File: src/rtl/fb_scan_pkg.sv
package fb_scan_pkg;
  // Walker state: idle between frames, run while lines remain to request.
  typedef enum logic {
    WALK_IDLE = 1'b0,
    WALK_RUN  = 1'b1
  } walk_state_e;
endpackage

File: src/rtl/fb_scan_cfg_latch.sv
// Holds the per-frame geometry captured on frame_start and judges it.
module fb_scan_cfg_latch #(
  parameter int unsigned LW        = 16,
  parameter int unsigned PW        = 16,
  parameter int unsigned CW        = 13,
  parameter int unsigned MAX_LINES = 4096
) (
  input  logic          clk,
  input  logic          rst_n,
  input  logic          frame_start,
  input  logic [LW-1:0] cfg_line_bytes,
  input  logic [PW-1:0] cfg_pitch,
  input  logic [CW-1:0] cfg_lines_m1,
  output logic [LW-1:0] sh_line_bytes,
  output logic [PW-1:0] sh_pitch,
  output logic [CW-1:0] sh_lines_m1,
  output logic          cfg_ok,
  output logic          frame_err
);
  logic [LW-1:0] len_n;
  logic [PW-1:0] pitch_n;
  logic [CW-1:0] lines_n;
  logic          err_n;

  // Geometry is usable when the line count is in range and lines carry data.
  always_comb begin
    cfg_ok = (32'(cfg_lines_m1) < MAX_LINES) && (cfg_line_bytes != '0);
  end

  always_comb begin
    len_n   = cfg_line_bytes;
    pitch_n = cfg_pitch;
    lines_n = cfg_lines_m1;
    err_n   = !cfg_ok;
  end

  // Clock enable: the shadow copy changes only at a frame boundary.
  always_ff @(posedge clk or negedge rst_n) begin
    if (!rst_n) begin
      sh_line_bytes <= '0;
      sh_pitch      <= '0;
      sh_lines_m1   <= '0;
      frame_err     <= 1'b0;
    end else if (frame_start) begin
      sh_line_bytes <= len_n;
      sh_pitch      <= pitch_n;
      sh_lines_m1   <= lines_n;
      frame_err     <= err_n;
    end
  end
endmodule

File: src/rtl/fb_line_walker.sv
// Walks line starts by the pitch and byte offsets by whole bursts.
module fb_line_walker
  import fb_scan_pkg::*;
#(
  parameter int unsigned AW         = 32,
  parameter int unsigned LW         = 16,
  parameter int unsigned PW         = 16,
  parameter int unsigned CW         = 13,
  parameter int unsigned BEAT_BYTES = 8,
  parameter int unsigned MAX_BEATS  = 16,
  parameter int unsigned BW         = $clog2(MAX_BEATS)
) (
  input  logic          clk,
  input  logic          rst_n,
  input  logic          frame_start,
  input  logic          start_ok,
  input  logic [AW-1:0] cfg_base,
  input  logic [LW-1:0] sh_line_bytes,
  input  logic [PW-1:0] sh_pitch,
  input  logic [CW-1:0] sh_lines_m1,
  input  logic          issue,
  output logic          active,
  output logic [AW-1:0] req_addr,
  output logic [BW-1:0] req_beats_m1
);
  localparam int unsigned BSH   = $clog2(BEAT_BYTES);
  localparam int unsigned BURST = MAX_BEATS * BEAT_BYTES;

  walk_state_e   st_q, st_n;
  logic [AW-1:0] line_q, line_n;
  logic [LW-1:0] offs_q, offs_n;
  logic [CW-1:0] idx_q, idx_n;
  logic [LW-1:0] rem;
  logic [LW:0]   rem_up;
  logic          last;
  logic          upd;

  // Remaining bytes of the line decide whether this burst closes it.
  always_comb begin
    rem    = sh_line_bytes - offs_q;
    last   = (rem <= LW'(BURST));
    rem_up = {1'b0, rem} + (LW+1)'(BEAT_BYTES - 1);
    req_beats_m1 = last ? BW'((rem_up >> BSH) - 1'b1) : BW'(MAX_BEATS - 1);
    req_addr     = line_q + AW'(offs_q);
    active       = (st_q == WALK_RUN);
  end

  always_comb begin
    st_n   = st_q;
    line_n = line_q;
    offs_n = offs_q;
    idx_n  = idx_q;
    upd    = 1'b0;
    if (frame_start) begin
      upd    = 1'b1;
      st_n   = start_ok ? WALK_RUN : WALK_IDLE;
      line_n = cfg_base;
      offs_n = '0;
      idx_n  = '0;
    end else if (active && issue) begin
      upd = 1'b1;
      if (last) begin
        offs_n = '0;
        line_n = line_q + AW'(sh_pitch);
        idx_n  = idx_q + 1'b1;
        if (idx_q == sh_lines_m1) st_n = WALK_IDLE;
      end else begin
        offs_n = offs_q + LW'(BURST);
      end
    end
  end

  always_ff @(posedge clk or negedge rst_n) begin
    if (!rst_n) begin
      st_q   <= WALK_IDLE;
      line_q <= '0;
      offs_q <= '0;
      idx_q  <= '0;
    end else if (upd) begin
      st_q   <= st_n;
      line_q <= line_n;
      offs_q <= offs_n;
      idx_q  <= idx_n;
    end
  end
endmodule

File: src/rtl/fb_credit_ctr.sv
// Counts read bursts in flight against a programmable ceiling.
module fb_credit_ctr #(
  parameter int unsigned MAX_OUT = 15,
  parameter int unsigned CNTW    = $clog2(MAX_OUT + 1)
) (
  input  logic            clk,
  input  logic            rst_n,
  input  logic            take,
  input  logic            give,
  input  logic [CNTW-1:0] limit,
  output logic [CNTW-1:0] count,
  output logic            room
);
  logic [CNTW-1:0] cnt_n;
  logic            upd;

  always_comb begin
    room  = (count < limit);
    cnt_n = count;
    upd   = 1'b0;
    if (take && !give) begin
      cnt_n = count + 1'b1;
      upd   = 1'b1;
    end else if (give && !take && (count != '0)) begin
      cnt_n = count - 1'b1;
      upd   = 1'b1;
    end
  end

  always_ff @(posedge clk or negedge rst_n) begin
    if (!rst_n) count <= '0;
    else if (upd) count <= cnt_n;
  end
endmodule

File: src/rtl/fb_scan_addr_gen.sv
// Top: frame geometry capture, line walker and in-flight credit control.
module fb_scan_addr_gen #(
  parameter int unsigned AW         = 32,
  parameter int unsigned LINE_W     = 16,
  parameter int unsigned PITCH_W    = 16,
  parameter int unsigned LCNT_W     = 13,
  parameter int unsigned MAX_LINES  = 4096,
  parameter int unsigned BEAT_BYTES = 8,
  parameter int unsigned MAX_BEATS  = 16,
  parameter int unsigned MAX_OUT    = 15,
  localparam int unsigned OUT_W     = $clog2(MAX_OUT + 1),
  localparam int unsigned BEATS_W   = $clog2(MAX_BEATS)
) (
  input  logic               clk,
  input  logic               rst_n,
  input  logic [AW-1:0]      cfg_base,
  input  logic [LINE_W-1:0]  cfg_line_bytes,
  input  logic [PITCH_W-1:0] cfg_pitch,
  input  logic [LCNT_W-1:0]  cfg_lines_m1,
  input  logic [OUT_W-1:0]   cfg_max_out,
  input  logic               frame_start,
  output logic               req_valid,
  input  logic               req_ready,
  output logic [AW-1:0]      req_addr,
  output logic [BEATS_W-1:0] req_beats_m1,
  input  logic               rd_done,
  output logic               frame_err
);
  logic [LINE_W-1:0]  sh_line_bytes;
  logic [PITCH_W-1:0] sh_pitch;
  logic [LCNT_W-1:0]  sh_lines_m1;
  logic               cfg_ok;
  logic               walk_active;
  logic               room;
  logic               issue;
  logic [OUT_W-1:0]   out_cnt;

  always_comb begin
    req_valid = walk_active && room;
    issue     = req_valid && req_ready;
  end

  fb_scan_cfg_latch #(
    .LW(LINE_W), .PW(PITCH_W), .CW(LCNT_W), .MAX_LINES(MAX_LINES)
  ) u_cfg (
    .clk(clk), .rst_n(rst_n), .frame_start(frame_start),
    .cfg_line_bytes(cfg_line_bytes), .cfg_pitch(cfg_pitch), .cfg_lines_m1(cfg_lines_m1),
    .sh_line_bytes(sh_line_bytes), .sh_pitch(sh_pitch), .sh_lines_m1(sh_lines_m1),
    .cfg_ok(cfg_ok), .frame_err(frame_err)
  );

  fb_line_walker #(
    .AW(AW), .LW(LINE_W), .PW(PITCH_W), .CW(LCNT_W),
    .BEAT_BYTES(BEAT_BYTES), .MAX_BEATS(MAX_BEATS), .BW(BEATS_W)
  ) u_walk (
    .clk(clk), .rst_n(rst_n), .frame_start(frame_start), .start_ok(cfg_ok),
    .cfg_base(cfg_base), .sh_line_bytes(sh_line_bytes), .sh_pitch(sh_pitch),
    .sh_lines_m1(sh_lines_m1), .issue(issue), .active(walk_active),
    .req_addr(req_addr), .req_beats_m1(req_beats_m1)
  );

  fb_credit_ctr #(
    .MAX_OUT(MAX_OUT), .CNTW(OUT_W)
  ) u_credit (
    .clk(clk), .rst_n(rst_n), .take(issue), .give(rd_done),
    .limit(cfg_max_out), .count(out_cnt), .room(room)
  );
endmodule

File: config.mk
export PLATFORM = sky130hd
export DESIGN_NAME = fb_scan_addr_gen
export DESIGN_NICKNAME = d
export VERILOG_FILES = /design/src/rtl/fb_scan_pkg.sv /design/src/rtl/fb_scan_cfg_latch.sv /design/src/rtl/fb_line_walker.sv /design/src/rtl/fb_credit_ctr.sv /design/src/rtl/fb_scan_addr_gen.sv
export SDC_FILE = /design/constraint.sdc
export NUM_CORES = 1
export LEC_CHECK = 0
export BUFFER_PORTS_ARGS = -buffer_cell sky130_fd_sc_hd__buf_2
export CORE_ASPECT_RATIO = 1.75
export CORE_MARGIN = 1
export CORE_UTILIZATION = 52
export DETAILED_ROUTE_END_ITERATION = 6
export PLACE_DENSITY_LB_ADDON = 0.05
export SYNTH_ARGS = -nofsm -noshare
export SYNTH_HDL_FRONTEND = slang
export SYNTH_SLANG_ARGS = --single-unit
File: constraint.sdc
create_clock -name clk -period 3.1 [get_ports clk]
set_clock_uncertainty 0.1 [all_clocks]
set_input_delay 0.31 -clock clk [delete_from_list [all_inputs] [get_ports clk]]
set_output_delay 0.31 -clock clk [all_outputs]
set_load 0.005 [all_outputs]
[After elaboration in Yosys (flattened, before gate mapping)]
Index checks and enable logic that the tools add are counted.
Cells by class
  add/subtract/negate cells: 9
  order comparisons: 3
  equality and inequality tests: 1
  mux-type cells: 21
  reduce and logical (&&, ||, !) cells: 20
Operator list (count)
  $mux 32: 3
  $add 32x16->32: 2
  $mux 16: 3
  $mux 13: 3
  $add 16x8->16 const B: 1
  $le 16x8->1 const B: 1
  $reduce_bool 16->1: 1
  $sub 16x16->16: 1
  $add 13x1->13 const B: 1
  $eq 13x13->1: 1
  $lt 13x13->1 const B: 1
  $mux 4: 3
  $mux 1: 9
  $reduce_bool 2->1: 4
  $sub 4x1->4 const B: 2
  $add 7x3->7 const B: 1
  $logic_and 1x1->1: 7
  $add 4x1->4 const B: 1
  $lt 4x4->1: 1
  $reduce_and 2->1: 2
  $reduce_and 4->1: 1
  $reduce_bool 4->1: 1
  $logic_not 1->1: 3
  $reduce_and 3->1: 1
Word-level totals
  bits in registers: 112
  input port bits: 86
  output and inout port bits: 38
  word-level logic and storage cells: 63

[Longest topological paths before layout]
  depth in word-level cells: 9
  mapped depth: 14

[Hierarchy]
Synthesis repeated with hierarchy kept, for this count alone.
Second synthesis, totals
  cell total of the unflattened synthesis: 762
  area total of the unflattened synthesis: 7188.1 um^2
By module, submodules not included
  fb_line_walker: times used 1, cells an instance 620, area each 5038.6 um^2
  fb_scan_cfg_latch: times used 1, cells an instance 103, area each 1762.9 um^2
  fb_credit_ctr: times used 1, cells an instance 37, area each 374.1 um^2
  fb_scan_addr_gen: times used 1, cells an instance 2, area each 12.5 um^2

[Worst setup path before layout]
No wires, ideal clock.
  path kind: register to register
  from: register u_walk.offs_q[7]
  to: register u_walk.st_q, in the netlist u_walk.active
  setup time: 120 ps
  data arrival time: 3016 ps
  slack: -136 ps
  cell stages (with the launch flop): 13
  buffers on the path: 2
  clock period less this slack: 3236 ps
  cells stage by stage: dfrtp_1 inv_1 ha_1 o21ai_0 a2111oi_0 o21ai_0 o31a_1 or4_4 buf_2 nor2_4 buf_4 nand3_1 a31o_2
Between the ends
  word-level cells in the longest chain between the ends: 4
RTL lines
  from (decl): line fb_line_walker.sv:31  | logic [LW-1:0] offs_q, offs_n;
  from (signal assigned): line fb_line_walker.sv:82  | offs_q <= offs_n;
  $sub 16x16->16: line fb_line_walker.sv:40  | rem = sh_line_bytes - offs_q;
  $le 16x8->1: line fb_line_walker.sv:41  | last = (rem <= LW'(BURST));
  $reduce_bool 2->1 (no source line)
  $reduce_and 4->1 (no source line)
  to (signal assigned): line fb_line_walker.sv:80  | st_q <= st_n;
  to (decl): line fb_line_walker.sv:29  | walk_state_e st_q, st_n;
Every way passes these cells.
A chain may end at the register's enable or synchronous reset.

[Worst setup path in the final report]
  from: register u_walk.offs_q[8]
  to: output port req_addr[20]
Between the ends
  word-level cells in the longest chain between the ends: 1
RTL lines
  $add 32x16->32: line fb_line_walker.sv:44  | req_addr = line_q + AW'(offs_q);
  to (decl): line fb_scan_addr_gen.sv:24  | output logic [AW-1:0] req_addr,
Every way passes these cells.

==> run summary <==
### Run status
* status: complete, but fails checks
* failing checks: setup timing

### Detailed routing
* via density per instance: 5.742
* first-pass iteration count of the detailed router: 4
* DRC violation count after routing: 0
* Iter 0 DRT Violations: 288
* count of vias placed by the detailed router: 6,368
* total wire length after detailed routing: 20.03 mm
* WL per Instance: 18.06 µm
* post-route ant nets: 0

### Synth
* #FFs+latches synth: 105
* share of synthesized registers carrying an async set or reset: 1.000
* number of unique standard cell types used by synthesis: 60
* Synthesized Nets: 871
* number of flops mapped to enable cells by yosys: 0
* instance count of the mapped netlist: 741
* average footprint of a synthesized cell: 9.383 µm²
* post-synthesis cell area: 0.006953 mm²
* list of most frequent post-synthesis cells: dfrtp_1 (105), nand2_1 (58), mux2_2 (48)
* post-synth top area share: 0.3779
* dominant cell by count in the synthesized netlist: dfrtp_1
* main area contributors after synthesis: dfrtp_1 (38%), mux2_2 (7.8%), ha_1 (7.6%)
* Seq/Total Area, Yosys: 0.3779
* Top FF cell, synth: dfrtp_1
* cell type with the largest total area after synthesis: dfrtp_1
* count of warnings emitted by yosys: 0

### Power
* switching power: 1.407 mW
* total internal power: 2.743 mW
* Flop pwr share: 0.395
* power share of the clock group: 0.271
* Pwr Total: 4.150 mW
* power density of the placed cells: 440.1 mW/mm²
* static power due to leakage: 4.204 nW
* maximum resistive drop on vdd: 0.0003458 V
* Sw Share: 0.3391
* Comb power frac: 0.333

### Timing
* share of the clock period used by the worst path after layout: 1.034
* slew at the pin closest to its max-slew limit: 1154 ps
* Worst Setup Slack, final: -105.9 ps
* Final Hold Viols: 0
* min Tclk post-route: 3206 ps
* Final setup violation count: 18
* Achievable Freq: 311.9 MHz
* number of max-slew violations in the final report: 0
* unrepaired setup endpoints after global routing: true
* Max transition margin: 0.2299

### Run
* number of max-capacitance violations reported: 0

### Clocking
* Clock Sink Count: 105
* TritonCTS buffer count: 9
* clock tree root buffer cell: clkbuf_16
* CTS Buffer Depth: 2
* clock tree from TritonCTS: yes
* Max H-tree Level: 3
* clock transition at the registers of the reported paths: 80 ps
* insertion delay of the later-clocked pin in the worst-skew pair: 350 ps

### Cells and area
* Sequential Area: 0.002629 mm²
* Synth-to-Final Area Change: 35.61%
* number of fillers in the final layout: 994
* share of post-route cells with drive strength above 1: 0.3934
* Final nets: 1,063
* antenna diode count: 0
* combined area of the multi-input logic cells: 0.004661 mm²

### Floorplanning
* Die Y-Extent: 155.0 µm
* area of the die: 0.01386 mm²
* number of placement rows: 55
* I/O pin total: 124
* placeable core area: 0.01301 mm²
* Die Span X: 89.41 µm
* initial core utilization: 0.5346

### Worst setup path
* peak fanout along the critical path: 6
* Crit path arrival time: 2800 ps
* Worst setup EP type: output pin
* startpoint-to-endpoint class of the critical path: reg -> out
* required time at the worst-slack endpoint: 2690 ps
* startpoint type of the worst setup path: register

### Placement
* post-placement setup slack: -276.3 ps
* half-perimeter wire length of the detailed placement result: 14.07 mm
* Routability Congestion: 0.8744
* number of input and output port buffers inserted: 123

### GRT
* first-pass GRT wire length: 30.71 mm
* initial antenna violation count: 0
* GRT Resource Usage Total: 0.2902
* via count of the first global-routing pass: 6,379
* maximum number of pins on one net before global-route repair: 58
* grt ovf: 0

### Min path
* min-delay worst type: in -> reg

-- kinds of logic after synthesis --
family / Yosys count / share of synthesized area
xor+xnor: 79 / 0.09951
other cells: 1 / 0.0005393
buf+inv: 64 / 0.03635
mux: 60 / 0.09502
simple gates: 256 / 0.1906
compound gates: 132 / 0.1188
fa+ha+maj: 44 / 0.08134
flops: 105 / 0.3779
-- per-stage QoR --
stage                     instance area (µm²)  hold WS [ps]    util  setup TNS (ps)  instances
after floorplan                          6979        -85.59       -               0        741
after global placement                   8159         339.2  0.6273           -7879       1059
after detailed placement                 8159         347.8  0.6273           -5375       1059
after CTS                                8921         60.50  0.6859           -1398       1093
after global routing                     9429         66.19  0.7250           -4432       1109
final                                    9429         65.18  0.7250           -1128       1109
-- state kept, by name, summed over array words and instances, names as in the netlist --
| register | count |
|---|---|
| u_walk.active | 1 |
| u_walk.line_q | 32 |
| u_walk.idx_q | 13 |
| u_cfg.sh_pitch | 16 |
| u_credit.count | 4 |
| u_cfg.frame_err | 1 |
| u_walk.offs_q | 9 |
| u_cfg.sh_line_bytes | 16 |
| u_cfg.sh_lines_m1 | 13 |
-- cell usage in the layout, fill, tap and decap left out, types with 9 or more instances in the layout --
master	n
buf_4	66
mux2i_1	10
ha_4	9
mux2_2	48
o21ai_0	24
nor2b_1	11
nand2_1	53
nor2_1	43
buf_2	119
o21ai_1	12
a21oi_1	28
buf_6	20
and3_1	10
a31oi_1	13
nor3_1	21
ha_1	33
nand3_1	17
xnor2_1	41
dfrtp_1	104
nand4_1	17
clkbuf_16	11
nand2b_1	10
xor2_1	37
nor4_4	9
inv_1	23
-- routing by layer --
metal	vias up	track usage	routed length, µm
met5	-	0	0
met4	0	0.1255	701
met3	40	0.04085	678
met2	156	0.5340	11050
met1	3139	0.3216	7601
li1	3033	-	-
-- path summary, 6_finish.rpt --
path | start | endpoint | slack [ps] | cells past startpoint
min | cfg_base[16] | u_walk.line_q[16] | 70 | 3
max | u_walk.offs_q[8] | req_addr[20] | -110 | 13
min in group asynchronous | rst_n | u_cfg.sh_line_bytes[11] | 470 | 2
min reg2reg | u_cfg.frame_err | u_cfg.frame_err | 410 | 2
max reg2reg | u_walk.offs_q[7] | u_walk.idx_q[9] | -80 | 10
max in group asynchronous | rst_n | u_walk.idx_q[12] | 1650 | 3
-- worst max-delay path: stages, from the launching register on --
cell and delay, ps:
dfrtp_1 400, buf_6 130, ha_4 270, a21oi_4 60, o21bai_4 150, a21oi_2 80
nor2b_2 150, o211ai_1 130, nor3b_4 180, buf_12 140, buf_16 140, nor4_4 270
xor2_1 180, buf_2 150
-- final cells by class --
type	count	area share
flip-flops and latches	105	0.2788
inverters	30	0.01194
clock buffers	9	0.02389
multi-input cells	572	0.4943
repair buffers	215	0.1616
clock inverters	7	0.006768
well taps	171	0.02269
-- power groups by stage --
stage                     logic [mW]  registers (mW)  clock network, mW
after floorplan                0.763            1.62                  0
after global placement          1.13            1.65                  0
after detailed placement        1.17            1.66                  0
after CTS                       1.26            1.63               1.15
after global routing            1.53            1.66               1.20
final                           1.38            1.64               1.13
-- timing repair --
item | CTS | global route
resized for setup | 56 | 82
hold endpoints to repair | 56 | 0
setup buffers | 17 | 19
endpoints found under the setup margin | 71 | 59
gates cloned | 1 | 2
hold buffers | 1 | 0
pin swaps | 31 | 42
Note: power is estimated with default switching activity, not from simulation.
